**config.mk**
```make
export PLATFORM = sky130hd
export DESIGN_NAME = blk_dma_ctrl
export DESIGN_NICKNAME = d
export VERILOG_FILES = /design/src/rtl/dma_pkg.sv /design/src/rtl/dma_cmd_decode.sv /design/src/rtl/dma_addr_regs.sv /design/src/rtl/dma_seq.sv /design/src/rtl/blk_dma_ctrl.sv
export SDC_FILE = /design/constraint.sdc
export NUM_CORES = 1
export LEC_CHECK = 0
export BUFFER_PORTS_ARGS = -buffer_cell sky130_fd_sc_hd__buf_2
export CAP_MARGIN = 20
export CORE_AREA = 5 5 79 81
export CTS_CLUSTER_SIZE = 24
export DETAILED_ROUTE_END_ITERATION = 10
export DIE_AREA = 0 0 84 86
export HOLD_SLACK_MARGIN = 0.05
export PLACE_DENSITY = 0.85
export RECOVER_POWER = 100
export SYNTH_ARGS = -nofsm -noshare
export SYNTH_HDL_FRONTEND = slang
export SYNTH_SLANG_ARGS = --single-unit
export TNS_END_PERCENT = 50
```
**constraint.sdc**
```tcl
create_clock -name clk -period 2.3 [get_ports clk]
set_clock_uncertainty 0.05 [all_clocks]
set_input_delay 0.23 -clock clk [delete_from_list [all_inputs] [get_ports clk]]
set_output_delay 0.23 -clock clk [all_outputs]
set_load 0.05 [all_outputs]
```
**src/rtl/dma_pkg.sv**
```systemverilog
package dma_pkg;
  typedef enum logic [1:0] {
    CMD_LOAD  = 2'd0,
    CMD_READ  = 2'd1,
    CMD_EXC   = 2'd2,
    CMD_SENSE = 2'd3
  } cmd_kind_e;
endpackage

```
**src/rtl/dma_cmd_decode.sv**
```systemverilog
module dma_cmd_decode #(
  parameter int DEV_W = 6,
  parameter logic [DEV_W-1:0] BASE_DEV = 6'o20
) (
  input  logic             cmd_valid,
  input  logic [1:0]       cmd_kind,
  input  logic [DEV_W-1:0] cmd_dev,
  output logic             ld_cur,
  output logic             ld_fin,
  output logic             rd_cur,
  output logic             act_stb,
  output logic             init_stb,
  output logic             sns_idle,
  output logic             sns_abn
);
  import dma_pkg::*;
  localparam logic [DEV_W-2:0] PAIR = BASE_DEV[DEV_W-1:1];

  logic      hit;
  logic      sel_hi;
  cmd_kind_e kind;

  always_comb begin
    kind     = cmd_kind_e'(cmd_kind);
    hit      = cmd_valid && (cmd_dev[DEV_W-1:1] == PAIR);
    sel_hi   = cmd_dev[0];
    ld_cur   = hit && (kind == CMD_LOAD)  && !sel_hi;
    ld_fin   = hit && (kind == CMD_LOAD)  &&  sel_hi;
    rd_cur   = hit && (kind == CMD_READ)  && !sel_hi;
    act_stb  = hit && (kind == CMD_EXC)   && !sel_hi;
    init_stb = hit && (kind == CMD_EXC)   &&  sel_hi;
    sns_idle = hit && (kind == CMD_SENSE) && !sel_hi;
    sns_abn  = hit && (kind == CMD_SENSE) &&  sel_hi;
  end
endmodule

```
**src/rtl/dma_addr_regs.sv**
```systemverilog
module dma_addr_regs #(
  parameter int AW = 15
) (
  input  logic          clk,
  input  logic          rst,
  input  logic          clr,
  input  logic          ld_cur,
  input  logic          ld_fin,
  input  logic [AW-1:0] ld_data,
  input  logic          step,
  output logic [AW-1:0] cur,
  output logic          at_end,
  output logic [AW-1:0] bus_addr
);
  logic [AW-1:0] fin;

  assign at_end = (cur == fin);

  always_ff @(posedge clk) begin
    if (rst) begin
      cur      <= '0;
      fin      <= '0;
      bus_addr <= '0;
    end else begin
      bus_addr <= step ? cur : '0;
      if (clr)                cur <= '0;
      else if (ld_cur)        cur <= ld_data;
      else if (step && !at_end) cur <= cur + 1'b1;
      if (ld_fin) fin <= ld_data;
    end
  end

  AST_ADDR_STEP: assert property (@(posedge clk) disable iff (rst)
    (step && !at_end && !clr && !ld_cur) |=> (cur == $past(cur) + 1'b1));
  AST_ADDR_ON_BUS: assert property (@(posedge clk) disable iff (rst)
    step |=> (bus_addr == $past(cur)));
endmodule

```
**src/rtl/dma_seq.sv**
```systemverilog
module dma_seq (
  input  logic clk,
  input  logic rst,
  input  logic act_stb,
  input  logic init_stb,
  input  logic xfer_req,
  input  logic dev_stop,
  input  logic pri_in,
  input  logic dir_out,
  input  logic at_end,
  output logic active,
  output logic abn,
  output logic step,
  output logic trap_in,
  output logic trap_out,
  output logic pri_out
);
  logic pending;

  assign step    = pending && active && pri_in;
  assign pri_out = pri_in && !pending;

  always_ff @(posedge clk) begin
    if (rst || init_stb) begin
      active   <= 1'b0;
      abn      <= 1'b0;
      pending  <= 1'b0;
      trap_in  <= 1'b0;
      trap_out <= 1'b0;
    end else begin
      trap_in  <= step && !dir_out;
      trap_out <= step &&  dir_out;
      if (act_stb) begin
        active  <= 1'b1;
        abn     <= 1'b0;
        pending <= 1'b0;
      end else if (active && dev_stop) begin
        active  <= 1'b0;
        abn     <= 1'b1;
        pending <= 1'b0;
      end else if (step) begin
        pending <= 1'b0;
        if (at_end) active <= 1'b0;
      end else if (xfer_req && active && !pending) begin
        pending <= 1'b1;
      end
    end
  end

  AST_ONE_DIR: assert property (@(posedge clk) disable iff (rst)
    !(trap_in && trap_out));
  AST_TRAP_AFTER_PRI: assert property (@(posedge clk) disable iff (rst)
    (trap_in || trap_out) |-> $past(pri_in));
  AST_PRI_HELD: assert property (@(posedge clk) disable iff (rst)
    pending |-> !pri_out);
  AST_IDLE_NO_TRAP: assert property (@(posedge clk) disable iff (rst)
    (!active && !pending) |=> !(trap_in || trap_out));
  AST_END_IDLE: assert property (@(posedge clk) disable iff (rst)
    (step && at_end && !act_stb && !init_stb && !dev_stop) |=> !active);
  AST_STOP_FLAG: assert property (@(posedge clk) disable iff (rst)
    (active && dev_stop && !act_stb && !init_stb) |=> (abn && !active));
endmodule

```
**src/rtl/blk_dma_ctrl.sv**
```systemverilog
module blk_dma_ctrl #(
  parameter int AW    = 15,
  parameter int DW    = 16,
  parameter int DEV_W = 6,
  parameter logic [DEV_W-1:0] BASE_DEV = 6'o20
) (
  input  logic             clk,
  input  logic             rst,
  input  logic             cmd_valid,
  input  logic [1:0]       cmd_kind,
  input  logic [DEV_W-1:0] cmd_dev,
  input  logic [AW-1:0]    cmd_data,
  output logic             resp_valid,
  output logic [DW-1:0]    resp_data,
  input  logic             xfer_req,
  input  logic             dir_out,
  input  logic             dev_stop,
  input  logic             pri_in,
  output logic             pri_out,
  output logic             trap_in,
  output logic             trap_out,
  output logic [AW-1:0]    bus_addr,
  output logic             dev_connect
);
  localparam int PAD = DW - AW;

  logic ld_cur, ld_fin, rd_cur, act_stb, init_stb, sns_idle, sns_abn;
  logic active, abn, step, at_end;
  logic [AW-1:0] cur;

  dma_cmd_decode #(.DEV_W(DEV_W), .BASE_DEV(BASE_DEV)) u_dec (
    .cmd_valid(cmd_valid), .cmd_kind(cmd_kind), .cmd_dev(cmd_dev),
    .ld_cur(ld_cur), .ld_fin(ld_fin), .rd_cur(rd_cur),
    .act_stb(act_stb), .init_stb(init_stb),
    .sns_idle(sns_idle), .sns_abn(sns_abn)
  );

  dma_addr_regs #(.AW(AW)) u_addr (
    .clk(clk), .rst(rst), .clr(init_stb),
    .ld_cur(ld_cur), .ld_fin(ld_fin), .ld_data(cmd_data),
    .step(step), .cur(cur), .at_end(at_end), .bus_addr(bus_addr)
  );

  dma_seq u_seq (
    .clk(clk), .rst(rst), .act_stb(act_stb), .init_stb(init_stb),
    .xfer_req(xfer_req), .dev_stop(dev_stop), .pri_in(pri_in),
    .dir_out(dir_out), .at_end(at_end), .active(active), .abn(abn),
    .step(step), .trap_in(trap_in), .trap_out(trap_out), .pri_out(pri_out)
  );

  assign dev_connect = active;

  always_ff @(posedge clk) begin
    if (rst) begin
      resp_valid <= 1'b0;
      resp_data  <= '0;
    end else begin
      resp_valid <= rd_cur || sns_idle || sns_abn;
      if (rd_cur)        resp_data <= {{PAD{1'b0}}, cur};
      else if (sns_idle) resp_data <= {{(DW-1){1'b0}}, !active};
      else if (sns_abn)  resp_data <= {{(DW-1){1'b0}}, abn};
      else               resp_data <= '0;
    end
  end

  AST_RESP_ONLY_HIT: assert property (@(posedge clk) disable iff (rst)
    !(rd_cur || sns_idle || sns_abn) |=> !resp_valid);
endmodule

```
-- Word-level counts from Yosys, hierarchy flattened
Index checks and enable logic that the tools add are counted.
- register bits after elaboration: 67
- input port bits: 30
- multiplexer cells: 9
- $add $sub $neg: 1
- bitwise gates (word level): 1
- reduce and logical (&&, ||, !) cells: 39
- equality and inequality tests: 5
- operator list (cell ; count):
    $mux 15 ; 3
    $logic_and 1x1->1 ; 21
    $add 15x1->15 const B ; 1
    $eq 15x15->1 ; 1
    $mux 1 ; 6
    $reduce_bool 3->1 ; 2
    $reduce_or 2->1 ; 3
    $eq 5x4->1 const B ; 1
    $logic_not 1->1 ; 5
    $eq 2x2->1 const B ; 2
    $reduce_or 4->1 ; 1
    $logic_or 1x1->1 ; 3
    $reduce_or 3->1 ; 1
    $eq 2x1->1 const B ; 1
    $logic_not 2->1 ; 1
    $reduce_and 2->1 ; 1
    $reduce_bool 2->1 ; 1
    $not 1->1 ; 1

-- Logic depth before layout (Yosys ltp)
- depth after elaboration: 7
- mapped depth: 8
- depth with buffers taken out: 6

-- By module
A second synthesis with hierarchy kept.
- cell total of the unflattened synthesis: 282
- area, all modules: 2773.9 um^2
- by module, submodules not included (module ; times used ; cells an instance ; area each (um^2)):
    dma_addr_regs ; 1 ; 207 ; 1955.6
    blk_dma_ctrl ; 1 ; 41 ; 485.5
    dma_seq ; 1 ; 20 ; 202.7
    dma_cmd_decode ; 1 ; 14 ; 130.1

-- Worst setup path before layout
OpenSTA, ideal clock, no wires.
- kind: register to register
- start point: register u_seq.active
- end point: register u_addr.cur[14]
- slack: 299 ps
- buffers on the path: 1
- library setup time: 128 ps
- period minus slack after synthesis: 2001 ps
- cell stages (with the launch flop): 6
- arrival time: 1823 ps
- cells stage by stage: dfxtp_1 > nand3_2 > buf_1 > a2111oi_4 > xnor2_1 > o21ai_1
- cells in the longest elaborated chain, start to end: 4
- RTL lines (what ; RTL line ; RTL):
    start, declared ; dma_seq.sv:11 ; output logic active,
    start signal, assigned ; dma_seq.sv:25 ; active <= 1'b0;
    start signal, assigned ; dma_seq.sv:34 ; active <= 1'b1;
    start signal, assigned ; dma_seq.sv:38 ; active <= 1'b0;
    $logic_and 1x1->1 (2 in a row) ; dma_seq.sv:20 ; assign step = pending && active && pri_in;
    $logic_and 1x1->1 ; dma_addr_regs.sv:28 ; else if (step && !at_end) cur <= cur + 1'b1;
    $reduce_bool 2->1 (no source line) ; n/a ;
    end signal, assigned ; dma_addr_regs.sv:27 ; else if (ld_cur) cur <= ld_data;
    end signal, assigned ; dma_addr_regs.sv:28 ;
    end, declared ; dma_addr_regs.sv:11 ; output logic [AW-1:0] cur,
Every way passes these cells.
A chain may end at the register's enable or synchronous reset.

-- Final worst setup path
- start point: register u_addr.cur[3]
- end point: register u_addr.cur[12]
- cells in the longest elaborated chain, start to end: 4
- elaborated cells on any way between the ends: 7
- classes of those cells: add/sub: 1; eq/ne: 1; mux: 2; reduce/logical: 3
- RTL lines (what):
    parallel branches: the longest is 4 deep, another holds $add 15x1->15
Several ways; the timed one is not identified. The select of a mux whose other input is x is not followed.

==> impl_metrics.toml <==
[outcome]
status = "completed"

[finish]
utilization_pct = 59.4
nFillCells = 511
area_growth_pct = 15.7
layout-drive-gt1-share_pct = 15.3
layout.nets = 374
diodes = 0
design_area_um2 = 3210

[floorplanning]
die_w_um = 84
start_util_pct = 51.4
die-area_um2 = 7220
num_rows = 27
core-area_um2 = 5410
ios = 66
dieHeight_um = 86

[global_routing]
grt_overflow = 0
grt_pass1_vias = 2135
grt_max_degree = 23
grt_usage_pct = 17.1
grt_first_pass_wirelength_mm = 9.85
antenna_found_initial = 0

[drt]
vias = 2165
ant_nets = 0
firstDrtPassIters = 4
dr.first_iter.drc_count = 137
wl_per_cell_um = 14.3
totalWireLength_mm = 5.99
vias_per_cell = 5.17
remaining_drc_errors = 0

[timing]
finalCriticalPeriod_ns = 2.02
slew_viol_final = 0
hold_viol = 0
slew_headroom_pct = 61.5
rsz0062_at_grt = "false"
max_freq_mhz = 495
finalSetupTns_ns = 0
tightest_slew_ns = 0.563
setup_viol = 0
period_share_pct = 87.9
whs_ns = 0.0589
worst_slack_ns = 0.278

[power]
p_seq_share_pct = 53.7
p_int_mw = 1.69
p_switching_mw = 0.439
power.density_nw_per_um2 = 663
p_leak_nw = 1.10
clkPwrFrac_pct = 42.9
swShare_pct = 20.6
comb_power_share_pct = 3.3
vdd_drop_max_uv = 349

[clock_network]
cts_buffer_depth = 2
clock_latency_ns = 0.34
cts-resized-gates = 0
htree_levels = 3
tritoncts = "yes"
post_cts_buffers = 0
cts_made_buffers = 9
postCtsHoldBufs = 1
cts_root_buf = "clkbuf_8"
clock_sinks = 66
clk_pin_slew_ns = 0.06

[synthesis]
avgSynthCellArea_um2 = 9.92
synth-seq-cells = 66
syn_inst = 280
syn_area_um2 = 2780
post-synth-top-count-cell = "dfxtp_1"
ys.warnings.count = 0
synth_edf_count = 0
yosysTopAreaCellShare_pct = 47.6
yosysUniqueCellTypes = 40
syn-num-nets = 311
synth_common_cells = "dfxtp_1 (66), xnor2_1 (26), and2_1 (25), nor2_1 (25), nand2_1 (21)"
async_reset_ff_share_pct = 0
ys_seq_area_share_pct = 47.6
synth_area_leader_cell = "dfxtp_1"
synth.area.top_cells = "dfxtp_1 (48%), xnor2_1 (8.2%), mux2i_1 (5.8%)"
yosys_most_used_dff = "dfxtp_1"

[worst_setup_path]
crit_path_start_kind = "register"
end_kind = "register"
cp_max_fo = 15
critPathRequiredTime_ns = 2.46
criticalPathCategory = "register to register"
cp.arrival_ns = 2.18

[place]
detailed_place_hpwl_mm = 4.49
gp_congestion = 0.869
place_ws_ns = 0.332
placed_area_um2 = 3130
io_buffers = 64

[hold_path]
hp-class = "input port to register"

[run]
maxCapViolCount = 0
## through the flow
stage	total power, mW	cells
floorplan	1.21	280
global placement	1.24	403
detailed placement	1.24	403
CTS	2.15	419
global route	2.20	419
finish	2.13	419
## kinds of logic (layout without fill, tap and decap cells)
family,Yosys count,count (layout),synth area share (%)
simple gates,103,103,20.4
flops,66,66,47.6
compound gates,40,40,11.9
xor+xnor,29,29,9.42
buf+inv,24,91,4.42
mux,16,16,5.77
fa+ha+maj,1,1,0.451
other cells,1,1,0.135
## worst max-delay path, stage by stage (launching register included)
cell and delay (ns):
dfxtp_1 0.49, xnor2_1 0.17, nand4_2 0.09, nor4_1 0.06
buf_4 0.20, a2111oi_0 0.58, xnor2_1 0.19, o21ai_1 0.07
## worst paths after layout
check / start / endpoint / slack [ns] / cells past startpoint
max: u_addr.cur[3] / u_addr.cur[12] / 0.28 / 7
min: cmd_data[13] / u_addr.cur[13] / 0.06 / 3
max reg2reg: u_addr.cur[3] / u_addr.cur[12] / 0.28 / 7
min reg2reg: u_addr.fin[14] / u_addr.fin[14] / 0.47 / 2
## layer usage
| metal | vias to the layer above | global-route usage [%] | wire (µm) |
|---|---|---|---|
| li1 | 1072 | - | - |
| met1 | 1013 | 20.5 | 2680 |
| met2 | 64 | 26.7 | 2770 |
| met3 | 16 | 4.80 | 346 |
| met4 | 0 | 12.0 | 189 |
| met5 | - | 0 | 0 |
## power groups by stage
stage / registers, mW / clock network [mW] / logic [mW]
final: 1.14 / 0.915 / 0.0707
after global routing: 1.14 / 0.982 / 0.0773
after CTS: 1.14 / 0.930 / 0.0731
after detailed placement: 1.17 / 0 / 0.0714
after global placement: 1.17 / 0 / 0.0701
after floorplan: 1.17 / 0 / 0.0354
## registers in the layout (all words and copies together) (netlist names), 15 cells and up
register and count:
resp_data 15, u_addr.cur 15, u_addr.fin 15, u_addr.bus_addr 15
## placed cells by master (no fill, tap or decap), drive strengths merged
| cell | synthesis | layout |
|---|---|---|
| bufinv | 0 | 1 |
| dlygate4sd3 | 0 | 1 |
| buf | 13 | 32 |
| nand3b | 1 | 1 |
| nand4 | 6 | 6 |
| xnor2 | 26 | 26 |
| nor2 | 26 | 26 |
| and3 | 4 | 4 |
| nor4 | 3 | 3 |
| nor4b | 2 | 2 |
| nor3 | 1 | 1 |
| clkinv | 0 | 2 |
| dfxtp | 66 | 66 |
| nand3 | 9 | 9 |
| inv | 5 | 5 |
| conb | 1 | 1 |
| nor2b | 2 | 2 |
| a21oi | 5 | 5 |
| a32oi | 1 | 1 |
| a2111oi | 8 | 8 |
| or2 | 2 | 2 |
| clkbuf | 6 | 50 |
| a31oi | 2 | 2 |
| xor2 | 3 | 3 |
| mux2i | 16 | 16 |
| ha | 1 | 1 |
| nand2 | 21 | 21 |
| a211oi | 8 | 8 |
| and2 | 25 | 25 |
| o21ai | 16 | 16 |
| nor4bb | 1 | 1 |
## final cells by class
| class | instances | area (µm²) | share of cell area (%) |
|---|---|---|---|
| Timing Repair Buffer | 71 | 322 | 10.0 |
| Clock inverter | 3 | 40.0 | 1.25 |
| Tap cell | 72 | 90.1 | 2.80 |
| Multi-Input combinational cell | 190 | 1280 | 39.7 |
| Inverter | 5 | 18.8 | 0.584 |
| Clock buffer | 12 | 145 | 4.52 |
| Sequential cell | 66 | 1320 | 41.1 |
Note: power is estimated with default switching activity, not from simulation.
